## src/rtl/fnl_pkg.sv

```systemverilog
package fnl_pkg;

   localparam logic [16:0] ENC_REG_BYTE = 17'b0111_00010010_10110;
   localparam logic [16:0] ENC_REG_HALF = 17'b0111_00010010_10111;
   localparam logic [16:0] ENC_IMM_BYTE = 17'b0111_00101001_10100;
   localparam logic [16:0] ENC_IMM_HALF = 17'b0111_00101001_10101;

   typedef struct packed {
      logic       legal;
      logic       half;
      logic       use_imm;
      logic [4:0] fld_k;
   } fnl_dec_t;

endpackage

```

## src/rtl/fnl_decode.sv

```systemverilog
module fnl_decode
   import fnl_pkg::*;
(
   input  logic [31:10] instr_hi,
   output fnl_dec_t     dec
);

   always_comb begin
      dec.legal   = 1'b1;
      dec.half    = 1'b0;
      dec.use_imm = 1'b0;
      dec.fld_k   = instr_hi[14:10];
      unique case (instr_hi[31:15])
         ENC_REG_BYTE: begin dec.half = 1'b0; dec.use_imm = 1'b0; end
         ENC_REG_HALF: begin dec.half = 1'b1; dec.use_imm = 1'b0; end
         ENC_IMM_BYTE: begin dec.half = 1'b0; dec.use_imm = 1'b1; end
         ENC_IMM_HALF: begin dec.half = 1'b1; dec.use_imm = 1'b1; end
         default:      dec.legal = 1'b0;
      endcase
   end

   // a legal decode must come from one of exactly four opcode prefixes
   always_comb begin
      if (dec.legal) begin
         a_r7_legal_prefix: assert (instr_hi[31:25] == 7'b0111_000 || instr_hi[31:25] == 7'b0111_001);
      end
   end

endmodule

```

## src/rtl/fnl_scan.sv

```systemverilog
module fnl_scan #(
   parameter int VEC_W  = 128,
   parameter int LANE_W = 8,
   localparam int LANES = VEC_W / LANE_W,
   localparam int IDX_W = $clog2(LANES) + 1
) (
   input  logic [VEC_W-1:0] vec,
   output logic [IDX_W-1:0] idx
);

   logic [LANES-1:0] neg;

   generate
      if (VEC_W % LANE_W != 0) begin : g_bad_div
         $error("fnl_scan: VEC_W must be a multiple of LANE_W");
      end
      if (LANE_W < 2) begin : g_bad_lane
         $error("fnl_scan: LANE_W must be at least 2");
      end
      for (genvar g = 0; g < LANES; g++) begin : g_lane
         assign neg[g] = vec[g*LANE_W + LANE_W - 1];
         wire unused_mag = ^vec[g*LANE_W +: LANE_W-1];
      end
   endgenerate

   always_comb begin
      idx = IDX_W'(LANES);
      for (int i = LANES - 1; i >= 0; i--) begin
         if (neg[i]) idx = IDX_W'(i);
      end
   end

   // a found index points at a negative lane with none below it
   always_comb begin
      if (idx != IDX_W'(LANES)) begin
         a_r1_first_negative: assert (neg[idx[IDX_W-2:0]] &&
            ((neg & ~({LANES{1'b1}} << idx)) == '0));
      end
   end

   // the lane count is only reported when no lane is negative
   always_comb begin
      if (idx == IDX_W'(LANES)) begin
         a_r2_none_negative: assert (neg == '0);
      end
   end

endmodule

```

## src/rtl/fnl_insert.sv

```systemverilog
module fnl_insert #(
   parameter int VEC_W  = 128,
   parameter int LANE_W = 8,
   localparam int LANES = VEC_W / LANE_W,
   localparam int SEL_W = $clog2(LANES),
   localparam int IDX_W = SEL_W + 1
) (
   input  logic [VEC_W-1:0] old_vec,
   input  logic [SEL_W-1:0] sel,
   input  logic [IDX_W-1:0] idx,
   output logic [VEC_W-1:0] new_vec
);

   logic [LANES-1:0] changed;

   generate
      if (IDX_W > LANE_W) begin : g_bad_idx
         $error("fnl_insert: lane too narrow for the index value");
      end
      for (genvar g = 0; g < LANES; g++) begin : g_lane
         assign new_vec[g*LANE_W +: LANE_W] =
            (sel == SEL_W'(g)) ? LANE_W'(idx) : old_vec[g*LANE_W +: LANE_W];
         assign changed[g] = new_vec[g*LANE_W +: LANE_W] != old_vec[g*LANE_W +: LANE_W];
      end
   endgenerate

   // at most one lane may differ from the old vector
   always_comb begin
      a_r6_single_lane: assert ($countones(changed) <= 1);
   end

endmodule

```

## src/rtl/simd_neg_index_insert.sv

```systemverilog
module simd_neg_index_insert
   import fnl_pkg::*;
#(
   parameter int VEC_W  = 128,
   parameter int BYTE_W = 8,
   parameter int HALF_W = 16
) (
   input  logic             clk,
   input  logic             rst_n,
   input  logic             in_valid,
   input  logic [31:0]      instr,
   input  logic [VEC_W-1:0] dst_old,
   input  logic [VEC_W-1:0] src_a,
   input  logic [VEC_W-1:0] src_b,
   output logic             out_valid,
   output logic [VEC_W-1:0] dst_new,
   output logic             illegal
);

   localparam int SEL_MAX = $clog2(VEC_W / BYTE_W);

   fnl_dec_t         dec;
   logic [VEC_W-1:0] cand [2];
   logic [VEC_W-1:0] result;

   generate
      if ((VEC_W / BYTE_W) & ((VEC_W / BYTE_W) - 1)) begin : g_bad_pow2
         $error("simd_neg_index_insert: byte lane count must be a power of two");
      end
      if (SEL_MAX > 4) begin : g_bad_imm
         $error("simd_neg_index_insert: lane count exceeds the 5-bit immediate range");
      end
      if (HALF_W != 2 * BYTE_W) begin : g_bad_half
         $error("simd_neg_index_insert: HALF_W must be twice BYTE_W");
      end
   endgenerate

   fnl_decode u_dec (
      .instr_hi (instr[31:10]),
      .dec      (dec)
   );

   generate
      for (genvar s = 0; s < 2; s++) begin : g_size
         localparam int LW = (s == 0) ? BYTE_W : HALF_W;
         localparam int LN = VEC_W / LW;
         localparam int SW = $clog2(LN);

         logic [SW:0]   idx;
         logic [SW-1:0] sel;

         fnl_scan #(.VEC_W(VEC_W), .LANE_W(LW)) u_scan (
            .vec (src_a),
            .idx (idx)
         );

         // masking the lane-0 bits and wrapping the immediate both reduce to low bits
         assign sel = dec.use_imm ? dec.fld_k[SW-1:0] : src_b[SW-1:0];

         fnl_insert #(.VEC_W(VEC_W), .LANE_W(LW)) u_ins (
            .old_vec (dst_old),
            .sel     (sel),
            .idx     (idx),
            .new_vec (cand[s])
         );
      end
   endgenerate

   assign result = !dec.legal ? dst_old : (dec.half ? cand[1] : cand[0]);

   wire unused_bits = ^{instr[9:0], src_b[VEC_W-1:SEL_MAX], dec.fld_k[4:SEL_MAX]};

   always_ff @(posedge clk or negedge rst_n) begin
      if (!rst_n) begin
         out_valid <= 1'b0;
         dst_new   <= '0;
         illegal   <= 1'b0;
      end else begin
         out_valid <= in_valid;
         if (in_valid) begin
            dst_new <= result;
            illegal <= !dec.legal;
         end
      end
   end

   // output valid trails input valid by exactly one cycle
   a_r9_valid_delay: assert property (@(posedge clk) disable iff (!rst_n)
      $past(rst_n) |-> (out_valid == $past(in_valid)));

   // an illegal word returns the old destination untouched
   a_r8_illegal_pass: assert property (@(posedge clk) disable iff (!rst_n)
      (out_valid && illegal) |-> (dst_new == $past(dst_old)));

   // idle cycles leave the output unchanged
   a_r10_hold: assert property (@(posedge clk) disable iff (!rst_n)
      ($past(rst_n) && !$past(in_valid)) |-> ($stable(dst_new) && $stable(illegal)));

endmodule

```

## config.mk

```make
export PLATFORM = sky130hd
export DESIGN_NAME = simd_neg_index_insert
export DESIGN_NICKNAME = d
export VERILOG_FILES = /design/src/rtl/fnl_pkg.sv /design/src/rtl/fnl_decode.sv /design/src/rtl/fnl_scan.sv /design/src/rtl/fnl_insert.sv /design/src/rtl/simd_neg_index_insert.sv
export SDC_FILE = /design/constraint.sdc
export NUM_CORES = 1
export LEC_CHECK = 0
export ABC_AREA = 1
export BUFFER_PORTS_ARGS = -buffer_cell sky130_fd_sc_hd__buf_4
export CAP_MARGIN = 20
export CORE_AREA = 2 2 212 214
export CTS_BUF_LIST = sky130_fd_sc_hd__clkbuf_8
export CTS_CLUSTER_SIZE = 12
export DETAILED_ROUTE_END_ITERATION = 8
export DIE_AREA = 0 0 214 216
export GPL_TIMING_DRIVEN = 1
export PLACE_DENSITY = 0.47
export SLEW_MARGIN = 20
export SYNTH_ARGS = -nofsm -noshare
export SYNTH_HDL_FRONTEND = slang
export SYNTH_SLANG_ARGS = --single-unit
```

## constraint.sdc

```tcl
create_clock -name clk -period 2.5 [get_ports clk]
set_input_delay 0.5 -clock clk [delete_from_list [all_inputs] [get_ports clk]]
set_output_delay 0.5 -clock clk [all_outputs]
set_load 0.05 [all_outputs]
```

==> results.yml <==
placed_design:
  place_inst: 2043
  gp_congestion: 0.8976
  place_area_um2: 11090
  portBuffers: 301
  place_hpwl_um: 29460
detailed_routing:
  wl_per_cell_um: 17.81
  routed_wl_um: 37030
  drc: 0
  dr.first_iter.drc_count: 505
  drt.antenna.violating_nets: 0
  dr.pass1.iters: 4
  via_per_inst: 4.176
  vias: 8681
timing:
  setup_violations: 0
  hold_viol_final: 0
  finalCriticalPeriod_ns: 2.005
  rsz0062_at_grt: "no"
  slew_violations: 0
  fin_crit_sh: 0.8022
  clock-skew-final_ns: 0
  relSlewSlack: 0.6511
  max_freq_mhz: 498.7
  fin_setup_tns_ns: 0
  worst_pin_slew_ns: 0.5233
pwr:
  vdd_drop_max_mv: 0.3770
  clkPwrFrac: 0.350
  swShare: 0.3577
  power.density_nw_per_um2: 566.7
  power_w: 0.006570
  pwr-share-comb: 0.286
  p_sw_w: 0.002350
  power_frac_seq: 0.364
  p_leak_nw: 5.978
  intPower_w: 0.004220
global_route:
  grt.total_usage: 0.1590
  grt_pass1_vias: 8678
  grt_max_degree: 68
  grt_first_pass_wirelength_um: 54430
  antenna_found_initial: 5
  gr-total-overflow: 0
worst_setup_path:
  cpMaxStageDelayCell: "nor2_2"
  crit_path_frequent_cell: "nand2_1"
  crit_path_end_kind: "register"
  r2r-start: "dst_new[115]"
  worstPathCellList: "buf_4 > nor2_1 > nand2_1 > buf_4 > nor2_1 > nand2_1 > nand2_4 > nand2_2 > buf_4 > nor2_2 > nand2_1 > nand2_1 > inv_1 > a21oi_1"
  startpoint_type: "primary input"
  regToRegSetupSlack_ns: 1.63
  critPathMaxFanout: 8
  cp_slowest_stage_delay_ns: 0.31
  worstPathRequired_ns: 2.92
  worstReg2RegEnd: "dst_new[115]"
  arrival_ns: 2.42
  path_class: "primary input to register"
  reg2reg_depth: 4
min_path:
  min_from: "dst_old[85]"
  hp-class: "primary input to register"
  holdPathEnd: "dst_new[85]"
  hold_depth: 3
floorplanning:
  die_area_um2: 46220
  core-area_um2: 43840
  rows: 77
  die-height_um: 216
  start_util: 0.1749
  pin_count: 549
  dieWidth_um: 214
clock_tree:
  clock_latency_ns: 0.50
  postCtsHoldBufs: 1
  cts_tree: "built"
  max-clock-path-buffers: 2
  clk_pin_slew_ns: 0.07
  root_buffer: "clkbuf_8"
  postCtsSetupBuffers: 0
  htree_num_levels: 4
  cts-resized-gates: 0
  cts_made_buffers: 17
  numClockSinks: 130
logic_synthesis:
  synth_commonest_cells: "nand2_1 (341), nor2_1 (163), dfrtp_1 (130)"
  avgSynthCellArea_um2: 6.868
  yosysMostFrequentCell: "nand2_1"
  async_reset_ff_frac: 1.000
  yosys.area.top_type_share: 0.4244
  synth_cells: 1116
  synth_nets: 1535
  synth_seq_cells: 130
  synth_area_leaders: "dfrtp_1 (42%), nand2_1 (17%), nor2_1 (8.0%), nand3_1 (7.4%), o21ai_0 (5.0%)"
  yosys_warnings: 0
  yosysSeqAreaShare: 0.4244
  netlist_area_um2: 7665
  ys_types: 36
  synth_edf_count: 0
  synth_ff_type: "dfrtp_1"
  synth_area_leader_cell: "dfrtp_1"
cells_and_area:
  nNetsFinal: 1890
  final_cells: 2079
  stdcell_area_um2: 11590
  area_growth_pct: 51.26
  drive_gt1_frac: 0.3154
outcome:
  outcome: "completed"
flow_run:
  drv_cap: 0
[area by class of cell]
type	instances	area (um^2)
repair buffers	376	2870
clock inverters	14	235.2
diodes	3	7.507
flip-flops and latches	130	3253
fillers	4878	32240
multi-input cells	853	3882
well taps	592	740.7
clock buffers	18	247.7
inverters	93	356.6
[sequential cells by signal, indices dropped and copies added, names as in the netlist]
| register | count |
|---|---|
| illegal | 1 |
| dst_new | 128 |
| out_valid | 1 |
[per-stage QoR]
step | hold slack [ns] | setup WS (ns) | util
2_1_floorplan | 0.2044 | 0.4983 | -
3_3_place_gp | 0.4643 | -0.01271 | 0.2531
3_5_place_dp | 0.4674 | -0.01726 | 0.2531
4_1_cts | 0.1631 | 0.5182 | 0.2643
5_1_grt | 0.1775 | 0.3127 | 0.2644
6_report | 0.2113 | 0.4946 | 0.2645
[how the worst max path moves through the flow]
stage | endpoint | start | cells past startpoint | slack, ns
after floorplan | dst_new[72] | instr[28] | 14 | 0.50
after global placement | dst_new[40] | instr[27] | 12 | -0.01
after detailed placement | dst_new[40] | instr[27] | 12 | -0.02
after CTS | dst_new[40] | instr[27] | 12 | 0.52
after global routing | dst_new[72] | instr[22] | 14 | 0.31
final | dst_new[9] | instr[27] | 14 | 0.49
[power groups by stage]
| stage | combinational [W] | clock, W | sequential [W] |
|---|---|---|---|
| 6_report | 0.00188 | 0.00230 | 0.00239 |
| 5_1_grt | 0.00202 | 0.00246 | 0.00242 |
| 4_1_cts | 0.00191 | 0.00238 | 0.00239 |
| 3_5_place_dp | 0.00190 | 0 | 0.00243 |
| 3_3_place_gp | 0.00189 | 0 | 0.00243 |
| 2_1_floorplan | 0.000423 | 0 | 0.00308 |
[routing by layer]
metal	up-vias	track usage	wire length (um)
li1	4311	-	-
met1	4078	0.1965	15950
met2	257	0.2633	17540
met3	29	0.05976	3051
met4	6	0.03380	452
met5	-	0	40
[cell usage in the layout (no fill, tap or decap), types with 10 or more instances in the layout]
cell type / synthesis / layout
a21oi_1: 59 / 59
buf_4: 1 / 370
clkbuf_8: 0 / 18
dfrtp_1: 130 / 130
inv_1: 81 / 81
inv_2: 10 / 10
nand2_1: 341 / 341
nand2_2: 17 / 17
nand3_1: 114 / 114
nand4_1: 19 / 19
nor2_1: 163 / 163
o21ai_0: 77 / 77
[cell families (layout without fill, tap and decap cells)]
group           after synthesis  in the layout  synth area share
simple gates                694            694            0.3985
flops                       130            130            0.4244
other cells                   0              3                 0
buf+inv                     133            501           0.06905
compound gates              159            159            0.1081
[worst max-delay path, delay by kind of cell]
| kind | cells | cell delay, ns |
|---|---|---|
| AND/OR/NAND/NOR | 9 | 1.30 |
| buffers and inverters | 4 | 0.51 |
| AO/OA/AOI/OAI | 1 | 0.12 |
(Power assumes the default switching activity.)
